==> src/rtl/fsg_pkg.sv <==
package fsg_pkg;

  // Frames in one slow-output period
  localparam int unsigned FRAMES_PER_GROUP = 4;

  typedef struct packed {
    logic en;
    logic pulse;
    logic inv;
  } shape_cfg_t;

  // Effective frame length: below two cycles is raised to two
  function automatic int unsigned eff_len(input int unsigned n);
    return (n < 2) ? 2 : n;
  endfunction

  // Cycles in the high phase of a square frame
  function automatic int unsigned high_len(input int unsigned n);
    return eff_len(n) / 2;
  endfunction

  // Level of one output given its marker, square phase and settings
  function automatic logic shape_level(input logic mark, input logic high,
                                       input shape_cfg_t c);
    logic raw;
    raw = c.pulse ? ~mark : high;
    return c.en ? (raw ^ c.inv) : 1'b0;
  endfunction

endpackage

==> src/rtl/fsg_timebase.sv <==
module fsg_timebase
  import fsg_pkg::*;
#(
  parameter int CNT_W = 16,
  parameter int FR_W  = 2
) (
  input  logic             clk,
  input  logic             rst_n,
  input  logic [CNT_W-1:0] div_n,
  output logic             frame_mark,
  output logic             frame_high,
  output logic             group_mark,
  output logic             group_high,
  output logic             frame_tick,
  output logic             group_tick
);

  localparam logic [FR_W-1:0] FR_LAST = {FR_W{1'b1}};

  logic [CNT_W-1:0] ph_q;
  logic [CNT_W-1:0] len_q;
  logic [CNT_W-1:0] half_w;
  logic [FR_W-1:0]  fr_q;
  logic [CNT_W-1:0] len_in_w;

  assign len_in_w   = CNT_W'(eff_len(32'(div_n)));
  assign half_w     = CNT_W'(high_len(32'(len_q)));
  assign frame_tick = (ph_q == len_q - 1'b1);
  assign group_tick = frame_tick && (fr_q == FR_LAST);
  assign frame_mark = (ph_q == '0);
  assign group_mark = frame_mark && (fr_q == '0);
  assign frame_high = (ph_q < half_w);
  assign group_high = ~fr_q[FR_W-1];

  always_ff @(posedge clk) begin
    if (!rst_n) begin
      ph_q  <= '0;
      fr_q  <= '0;
      len_q <= len_in_w;
    end else if (frame_tick) begin
      ph_q  <= '0;
      fr_q  <= fr_q + 1'b1;
      len_q <= len_in_w;
    end else begin
      ph_q  <= ph_q + 1'b1;
    end
  end

  // the phase never reaches the frame length
  a_r8_phase_below_len: assert property (@(posedge clk) disable iff (!rst_n)
    ph_q < len_q);

  // the frame always restarts at position zero after its last cycle
  a_r8_wrap_to_zero: assert property (@(posedge clk) disable iff (!rst_n)
    frame_tick |=> (ph_q == '0));

  // the frame count moves only across a frame boundary
  a_r5_frame_holds: assert property (@(posedge clk) disable iff (!rst_n)
    !frame_tick |=> $stable(fr_q));

endmodule

==> src/rtl/fsg_shaper.sv <==
module fsg_shaper
  import fsg_pkg::*;
(
  input  logic       clk,
  input  logic       rst_n,
  input  logic       load,
  input  shape_cfg_t cfg_i,
  input  logic       mark_i,
  input  logic       high_i,
  output shape_cfg_t cfg_o,
  output logic       wave_o
);

  shape_cfg_t cfg_q;

  always_ff @(posedge clk) begin
    if (!rst_n) begin
      cfg_q  <= cfg_i;
      wave_o <= 1'b0;
    end else begin
      if (load) cfg_q <= cfg_i;
      wave_o <= shape_level(mark_i, high_i, cfg_q);
    end
  end

  assign cfg_o = cfg_q;

  // a disabled output is low on the following cycle
  a_r1_disabled_low: assert property (@(posedge clk) disable iff (!rst_n)
    !cfg_q.en |=> !wave_o);

  // an active-low pulse lasts a single cycle
  a_r3_one_cycle_pulse: assert property (@(posedge clk) disable iff (!rst_n)
    ($past(cfg_q.en && cfg_q.pulse && !cfg_q.inv) && $fell(wave_o)) |=> wave_o);

endmodule

==> src/rtl/frame_sync_gen.sv <==
module frame_sync_gen
  import fsg_pkg::*;
#(
  parameter int CNT_W = 16
) (
  input  logic             clk,
  input  logic             rst_n,
  input  logic [CNT_W-1:0] div_n,
  input  logic             fs_en,
  input  logic             fs_pulse,
  input  logic             fs_inv,
  input  logic             mfs_en,
  input  logic             mfs_pulse,
  input  logic             mfs_inv,
  output logic             fs_out,
  output logic             mfs_out
);

  localparam int FR_W  = $clog2(FRAMES_PER_GROUP);
  localparam int N_OUT = 2;

  logic       frame_mark, frame_high, group_mark, group_high;
  logic       frame_tick, group_tick;
  shape_cfg_t cfg_in  [N_OUT];
  shape_cfg_t cfg_sh  [N_OUT];
  logic       mark_v  [N_OUT];
  logic       high_v  [N_OUT];
  logic       load_v  [N_OUT];
  logic       wave_v  [N_OUT];

  fsg_timebase #(.CNT_W(CNT_W), .FR_W(FR_W)) u_tb (
    .clk        (clk),
    .rst_n      (rst_n),
    .div_n      (div_n),
    .frame_mark (frame_mark),
    .frame_high (frame_high),
    .group_mark (group_mark),
    .group_high (group_high),
    .frame_tick (frame_tick),
    .group_tick (group_tick)
  );

  assign cfg_in[0] = '{en: fs_en,  pulse: fs_pulse,  inv: fs_inv};
  assign cfg_in[1] = '{en: mfs_en, pulse: mfs_pulse, inv: mfs_inv};
  assign mark_v[0] = frame_mark;
  assign mark_v[1] = group_mark;
  assign high_v[0] = frame_high;
  assign high_v[1] = group_high;
  assign load_v[0] = frame_tick;
  assign load_v[1] = group_tick;

  for (genvar i = 0; i < N_OUT; i++) begin : g_out
    fsg_shaper u_shp (
      .clk    (clk),
      .rst_n  (rst_n),
      .load   (load_v[i]),
      .cfg_i  (cfg_in[i]),
      .mark_i (mark_v[i]),
      .high_i (high_v[i]),
      .cfg_o  (cfg_sh[i]),
      .wave_o (wave_v[i])
    );
  end

  assign fs_out  = wave_v[0];
  assign mfs_out = wave_v[1];

  logic both_plain_pulse;
  assign both_plain_pulse = cfg_sh[0].en && cfg_sh[0].pulse && !cfg_sh[0].inv &&
                            cfg_sh[1].en && cfg_sh[1].pulse && !cfg_sh[1].inv;

  // a slow pulse always lands on a fast pulse
  a_r6_pulse_aligned: assert property (@(posedge clk) disable iff (!rst_n)
    ($past(both_plain_pulse) && !mfs_out) |-> !fs_out);

  // outputs are low during reset
  a_r10_reset_low: assert property (@(posedge clk)
    $past(!rst_n) |-> (!fs_out && !mfs_out));

endmodule

==> config.mk <==
export PLATFORM = sky130hd
export DESIGN_NAME = frame_sync_gen
export DESIGN_NICKNAME = d
export VERILOG_FILES = /design/src/rtl/fsg_pkg.sv /design/src/rtl/fsg_timebase.sv /design/src/rtl/fsg_shaper.sv /design/src/rtl/frame_sync_gen.sv
export SDC_FILE = /design/constraint.sdc
export NUM_CORES = 1
export LEC_CHECK = 0
export BUFFER_PORTS_ARGS = -buffer_cell sky130_fd_sc_hd__buf_2
export CELL_PAD_IN_SITES_DETAIL_PLACEMENT = 1
export CELL_PAD_IN_SITES_GLOBAL_PLACEMENT = 2
export CORE_ASPECT_RATIO = 2
export CORE_MARGIN = 8
export CORE_UTILIZATION = 35
export CTS_CLUSTER_SIZE = 20
export DETAILED_ROUTE_END_ITERATION = 16
export PLACE_DENSITY_LB_ADDON = 0.05
export SLEW_MARGIN = 20
export SYNTH_ARGS = -nofsm -noshare
export SYNTH_HDL_FRONTEND = slang
export SYNTH_SLANG_ARGS = --single-unit
==> constraint.sdc <==
create_clock -name clk -period 5.1 [get_ports clk]
set_input_delay 0.255 -clock clk [delete_from_list [all_inputs] [get_ports clk]]
set_output_delay 0.255 -clock clk [all_outputs]
set_load 0.1 [all_outputs]
# After elaboration in Yosys (flattened, before gate mapping)

Index checks and enable logic that the tools add are counted.

Output and inout port bits: 2
Bits in registers: 42
Input bits: 24
Bits in read-only memories: 0
Word-level logic and storage cells: 44
Bits in writable memories: 0
Memories kept: 0
Latch bits: 0

Bitwise gates (word level): 6
Shift-type cells: 0
Equal/unequal tests: 4
Order comparisons: 3
Multiply operators: 0
Multiplexer cells: 10
Reductions and logical operators: 7
Divide/modulo/power cells: 0
Add/sub/neg operators: 3

Operator list:

| kind                  | number |
|---|---|
| $mux 16               | 4 |
| $lt 16x2->1 const B   | 2 |
| $add 16x1->16 const B | 1 |
| $eq 16x16->1          | 1 |
| $logic_not 16->1      | 1 |
| $lt 16x16->1          | 1 |
| $sub 16x1->16 const B | 1 |
| $mux 3                | 4 |
| $ne 2x1->1 const B    | 2 |
| $not 1->1             | 4 |
| $reduce_and 2->1      | 2 |
| $add 2x1->2 const B   | 1 |
| $eq 2x2->1 const B    | 1 |
| $logic_and 1x1->1     | 2 |
| $logic_not 2->1       | 1 |
| $mux 1                | 2 |
| $reduce_or 2->1       | 1 |
| $xor 1x1->1           | 2 |

# Logic depth before layout (Yosys ltp)

Word-level depth: 5
Gate-level depth with buffers: 11
Mapped depth without buffers: 8

# Cells and area by module

Synthesis repeated with hierarchy kept, for this count alone.

Cell total of the unflattened synthesis: 292
Area total of the unflattened synthesis: 2,852.7 um^2

By module, submodules not included:

| module       | times used | cells each | area each (um^2) |
|---|---|---|---|
| fsg_timebase | 1          | 272        | 2,539.9 |
| fsg_shaper   | 2          | 10         | 156.4 |

# Worst setup path after synthesis

No wires, ideal clock.

Kind: register to register
From: register u_tb.len_q[0]
To: register g_out[1].u_shp.cfg_q (netlist bit g_out[1].u_shp.cfg_o[0]), enable pin
Path slack: 1,941 ps
Data required time: 4,804 ps
Arrival time: 2,863 ps
Setup time: 296 ps
Buffers on the path: 1
Period minus slack after synthesis: 3,159 ps
Cell stages (with the launch flop): 10
Cell sequence: edfxtp_1 > clkbuf_1 > inv_1 > ha_1 > or3_1 > or3_1 > a2111oi_0 > a211oi_1 > nor4_1 > a21bo_2

Cells in the longest elaborated chain, start to end: 4

RTL lines:

| item                        | line               | RTL |
|---|---|---|
| from (decl)                 | fsg_timebase.sv:21 | `logic [CNT_W-1:0] len_q;` |
| from (signal assigned)      | fsg_timebase.sv:39 | `len_q <= len_in_w;` |
| from (signal assigned)      | fsg_timebase.sv:43 | `len_q <= len_in_w;` |
| $sub 16x1->16               | fsg_timebase.sv:28 | `assign frame_tick = (ph_q == len_q - 1'b1);` |
| $eq 16x16->1                | fsg_timebase.sv:28 |  |
| $logic_and 1x1->1           | fsg_timebase.sv:29 | `assign group_tick = frame_tick && (fr_q == FR_LAST);` |
| $ne 2x1->1 (no source line) | n/a                |  |
| to (signal assigned)        | fsg_shaper.sv:18   | `cfg_q <= cfg_i;` |
| to (signal assigned)        | fsg_shaper.sv:21   | `if (load) cfg_q <= cfg_i;` |
| to (decl)                   | fsg_shaper.sv:14   | `shape_cfg_t cfg_q;` |

Every way passes these cells.
A chain may end at the register's enable or synchronous reset.

# Worst setup path in the final report

Ends and elaborated chain as after synthesis.

==> results <==
- The run finished with clean final reports.
- The finished cells cover 3090 um^2.
- During I/O placement, the number of pins put on the boundary was 26.
- The internal portion of total power is 0.618 mW.
- The relative slew slack is 44.4%.
- For the worst flop-to-flop path, the logic depth is 8.
- Yosys mapped a number of flops with a built-in enable equal to 22.
- TritonCTS built the clock tree.
- The proportion of synthesized flip-flops having asynchronous set or reset is 0%.
- Together, buffers and inverters on the worst path number 1.
- The met3 layer usage reported by global route is 2.41%.
- The initial cell density of the core is a little over a third.
- Summing every instance area after synthesis gives 2770 um^2.
- The post-synthesis cell type with the largest combined area is edfxtp_1.
- The launch point of the critical path is u_tb.len_q[0]$_SDFFCE_PN0P_.
- After synthesis, flip-flops and latches occupy 38.4% of the total area.
- The number of nets in the synthesized netlist is around 340.
- In this run the core area contains 46 standard-cell rows.
- The final clock period utilization by the worst path is 72.2%.
- The minimum period implied by the final worst setup slack is 3680 ps.
- By instance count, the cell type seen most on the critical path is or3_1.
- The hold path depth is 1.
- For this run, the number of Yosys warnings is 0.
- Data on the critical path is required at its endpoint by roughly 5100 ps.
- The CTS root buffer is clkbuf_16.
- Timing analysis after detailed placement gives a worst setup slack of 1400 ps.
- The clock-pin slew on the worst setup and hold paths is ~60 ps.
- The global routing met1 resource utilization is 15.1%.
- In the routed layout, each cell is associated on average with a via count of 5.44.
- The initial antenna violation count was 0.
- The overall overflow remaining after global route is 0.
- The largest voltage drop on the vdd net is ~0.21 mV.
- The final total power is 0.817 mW.
- After technology mapping, the gate count stands at 296.
- For this design, the CTS-stage hold fixing added 0 buffers.
- In the routed design, unresolved DRC markers number 0.
- The number of setup buffers added after CTS is 0.
- Routability-driven placement finished with a final weighted congestion of 0.808.
- The overall global routing resource usage is 14.7%.
- The number of failing setup endpoints in the final timing report is 0.
- The max-slew violation count is 0.
- The timing-limited maximum frequency is ~0.27 GHz.
- The number of global-route vias before repair is 2400.
- The number of antenna cells inserted is 0.
- Combinational logic burns 10.7% of the power.
- The path category of the worst min-delay check is in -> reg.
- The placed standard-cell area is between 2000 and 3000 um^2.
- Averaged over all synthesized cells, the footprint is 9.34 um^2.
- The critical path crosses 8 cells after its start point.
- The source of the worst hold timing path is fs_en.
- Along the worst path, the maximum fanout reaches 17.
- For this run, the slowest stage of the critical path takes 720 ps.
- By startpoint and endpoint, the worst setup path is classified as reg -> reg.
- Clock latency on the worst-skew pair, taken at its later pin, is 290 ps.
- The final cell utilization of the core is 39.4%.
- The post-detailed-routing wire length is 7670 um.
- The largest clock skew in the final design is roughly 3.3 ps.
- Setup repair after global routing left no endpoint under its margin.
- The maximum number of pins on one net before global-route repair is 36.
- Counting flops and latches in the post-synthesis netlist gives 42.
- The switching power share of the total is 24.3%.
- Counting along the longest clock path gives a buffer depth of 2.
- The final hold violation count is 0.
- The net count of the finished layout is ~350.
- The clock network accounts for 41.5% of the total power.
- The clock tree synthesis step divided the H-tree into 2 levels.
- After detailed routing, the average wire length per cell comes to 19.0 um.
- Traced cell by cell, the critical path runs through inv_1, ha_1, or3_1, or3_1, a2111oi_0, a211oi_1, nor4_1, a21bo_2.
- By area the synthesized netlist is led by edfxtp_1, dfxtp_1, ha_1, xnor2_1, xor2_1.
- The number of port buffers is 25.
- For met2 alone, demand over resource in global routing was 27.8%.
- The worst setup margin is between 1000 and 1500 ps.
- Yosys mapped the design onto 57 distinct sky130hd cell types.
- The family of cells with the greatest summed delay on the critical path is simple AND/OR/NAND/NOR gates.
- The first global-routing pass estimated 12400 um of wire.
- The startpoint kind of the worst setup timing path is a register.
- STA classifies the critical path endpoint as a register.
- The reg-to-reg startpoint is u_tb.len_q[0]$_SDFFCE_PN0P_.
- The number of design-rule violations left by the first detailed-router iteration is 74.
- For the worst setup path, the data arrival time is ~3700 ps.
- Gates resized during post-CTS repair numbered 0.
- The part of the power in registers is between 40% and 50%.
- The via count of the routed design is 2192.
- The placeable core region is 7830 um^2.
- For this design the total switching power over the nets is a little under 0.2 mW.
- After synthesis, the most frequently instantiated cells are inv_1, clkbuf_1, edfxtp_1, nor2_1, dfxtp_1.
- Dividing total power by cell area gives a power density of between 200 and 300 nW/um^2.
- The slowest stage of the critical path is the nor4_1 cell.
- The area growth from synthesis to layout is 11.6%.
- The half-perimeter wire length after placement is ~6200 um.
- The most frequent cell after synthesis is inv_1.
- The die is 78.9 um wide.
- After routing, the total negative slack on setup checks comes to 0 ps.
- The area of the die is between 10000 and 15000 um^2.
- The pin slew with the least headroom to its limit is 827 ps.
- The clock sink total is 42.
- Summed over all cells, the static leakage comes to 1.27 nW.
- The total CTS buffers is 5.
- Of the post-synthesis cell area, the dominant cell type holds between 20% and 30%.
- The first detailed-routing pass took 4 iterations.
- The post-route netlist has approximately 14% of its cells at a drive strength greater than 1.
- In this run the most used layer during global routing was met2.
- The number of nets with antenna violations after routing is 0.
- The tool flagged a number of max-cap violations equal to 0.
- The die boundary height is 142 um.
- Among all flip-flop cells after synthesis, the most frequent one is edfxtp_1.
[worst reg2reg max path: cells and delay by family, from the launching register on]
kind	cells	cell delay [ps]
simple gates	3	1420
compound gates	3	910
flops	1	590
fa+ha+maj	1	380
buf+inv	1	90
[power groups by stage]
stage	logic, mW	clock network (mW)	registers, mW
global placement	0.0870	0	0.397
CTS	0.0897	0.347	0.391
detailed placement	0.0891	0	0.398
global route	0.0983	0.361	0.393
finish	0.0877	0.339	0.390
floorplan	0.0596	0	0.395
[worst paths after layout]
kind / slack [ps] / to
worst max register to register: 1420 / g_out[1].u_shp.cfg_o[0]$_DFFE_PP_
worst max-delay path: 1420 / g_out[1].u_shp.cfg_o[0]$_DFFE_PP_
worst min register to register: 490 / u_tb.fr_q[1]$_SDFFE_PN0P_
worst min-delay path: 140 / g_out[0].u_shp.cfg_o[2]$_DFFE_PP_
[per-stage QoR]
stage / hold WS [ps] / cells
4_1_cts: 136 / 403
5_1_grt: 130 / 403
6_report: 141 / 403
3_3_place_gp: 433 / 395
3_5_place_dp: 434 / 395
2_1_floorplan: 354 / 296
[layout by cell type (no fill, tap or decap), types with 8 or more instances in the layout]
| cell type | count |
|---|---|
| inv_1 | 26 |
| buf_2 | 25 |
| nor2_1 | 22 |
| edfxtp_1 | 22 |
| dfxtp_1 | 20 |
| ha_1 | 19 |
| xnor2_1 | 16 |
| xor2_1 | 13 |
| nand2_1 | 13 |
| nand3_1 | 10 |
| nand4_1 | 9 |
| and3_1 | 8 |
| nor4_1 | 8 |
[final cells by class]
type	count	area [um^2]
multi-input combinational	204	1510
fill	945	4740
inverter	26	97.6
clock buffer	8	158
tap	96	120
sequential	42	1060
timing repair buffer	27	140
[registers in the layout, summed over array words and instances, names as in the netlist]
| signal | cells |
|---|---|
| g_out.u_shp.wave_o | 2 |
| u_tb.len_q | 16 |
| g_out.u_shp.cfg_o | 6 |
| u_tb.fr_q | 2 |
| u_tb.ph_q | 16 |
[kinds of logic (layout without fill, tap and decap cells)]
| family | after synthesis | after routing | share of synthesized area (%) |
|---|---|---|---|
| mux | 6 | 6 | 2.17 |
| simple gates | 106 | 106 | 22.2 |
| xor+xnor | 29 | 29 | 9.19 |
| flops | 42 | 42 | 38.4 |
| fa+ha+maj | 19 | 19 | 8.60 |
| buf+inv | 50 | 61 | 7.06 |
| compound gates | 44 | 44 | 12.4 |
[per-layer routing]
| layer | vias to the layer above | share of wire, % |
|---|---|---|
| li1 | 1084 | - |
| met1 | 1078 | 39 |
| met2 | 22 | 57 |
| met3 | 8 | 1.7 |
| met4 | 0 | 2.0 |
| met5 | - | 0 |
(Power assumes the default switching activity.)
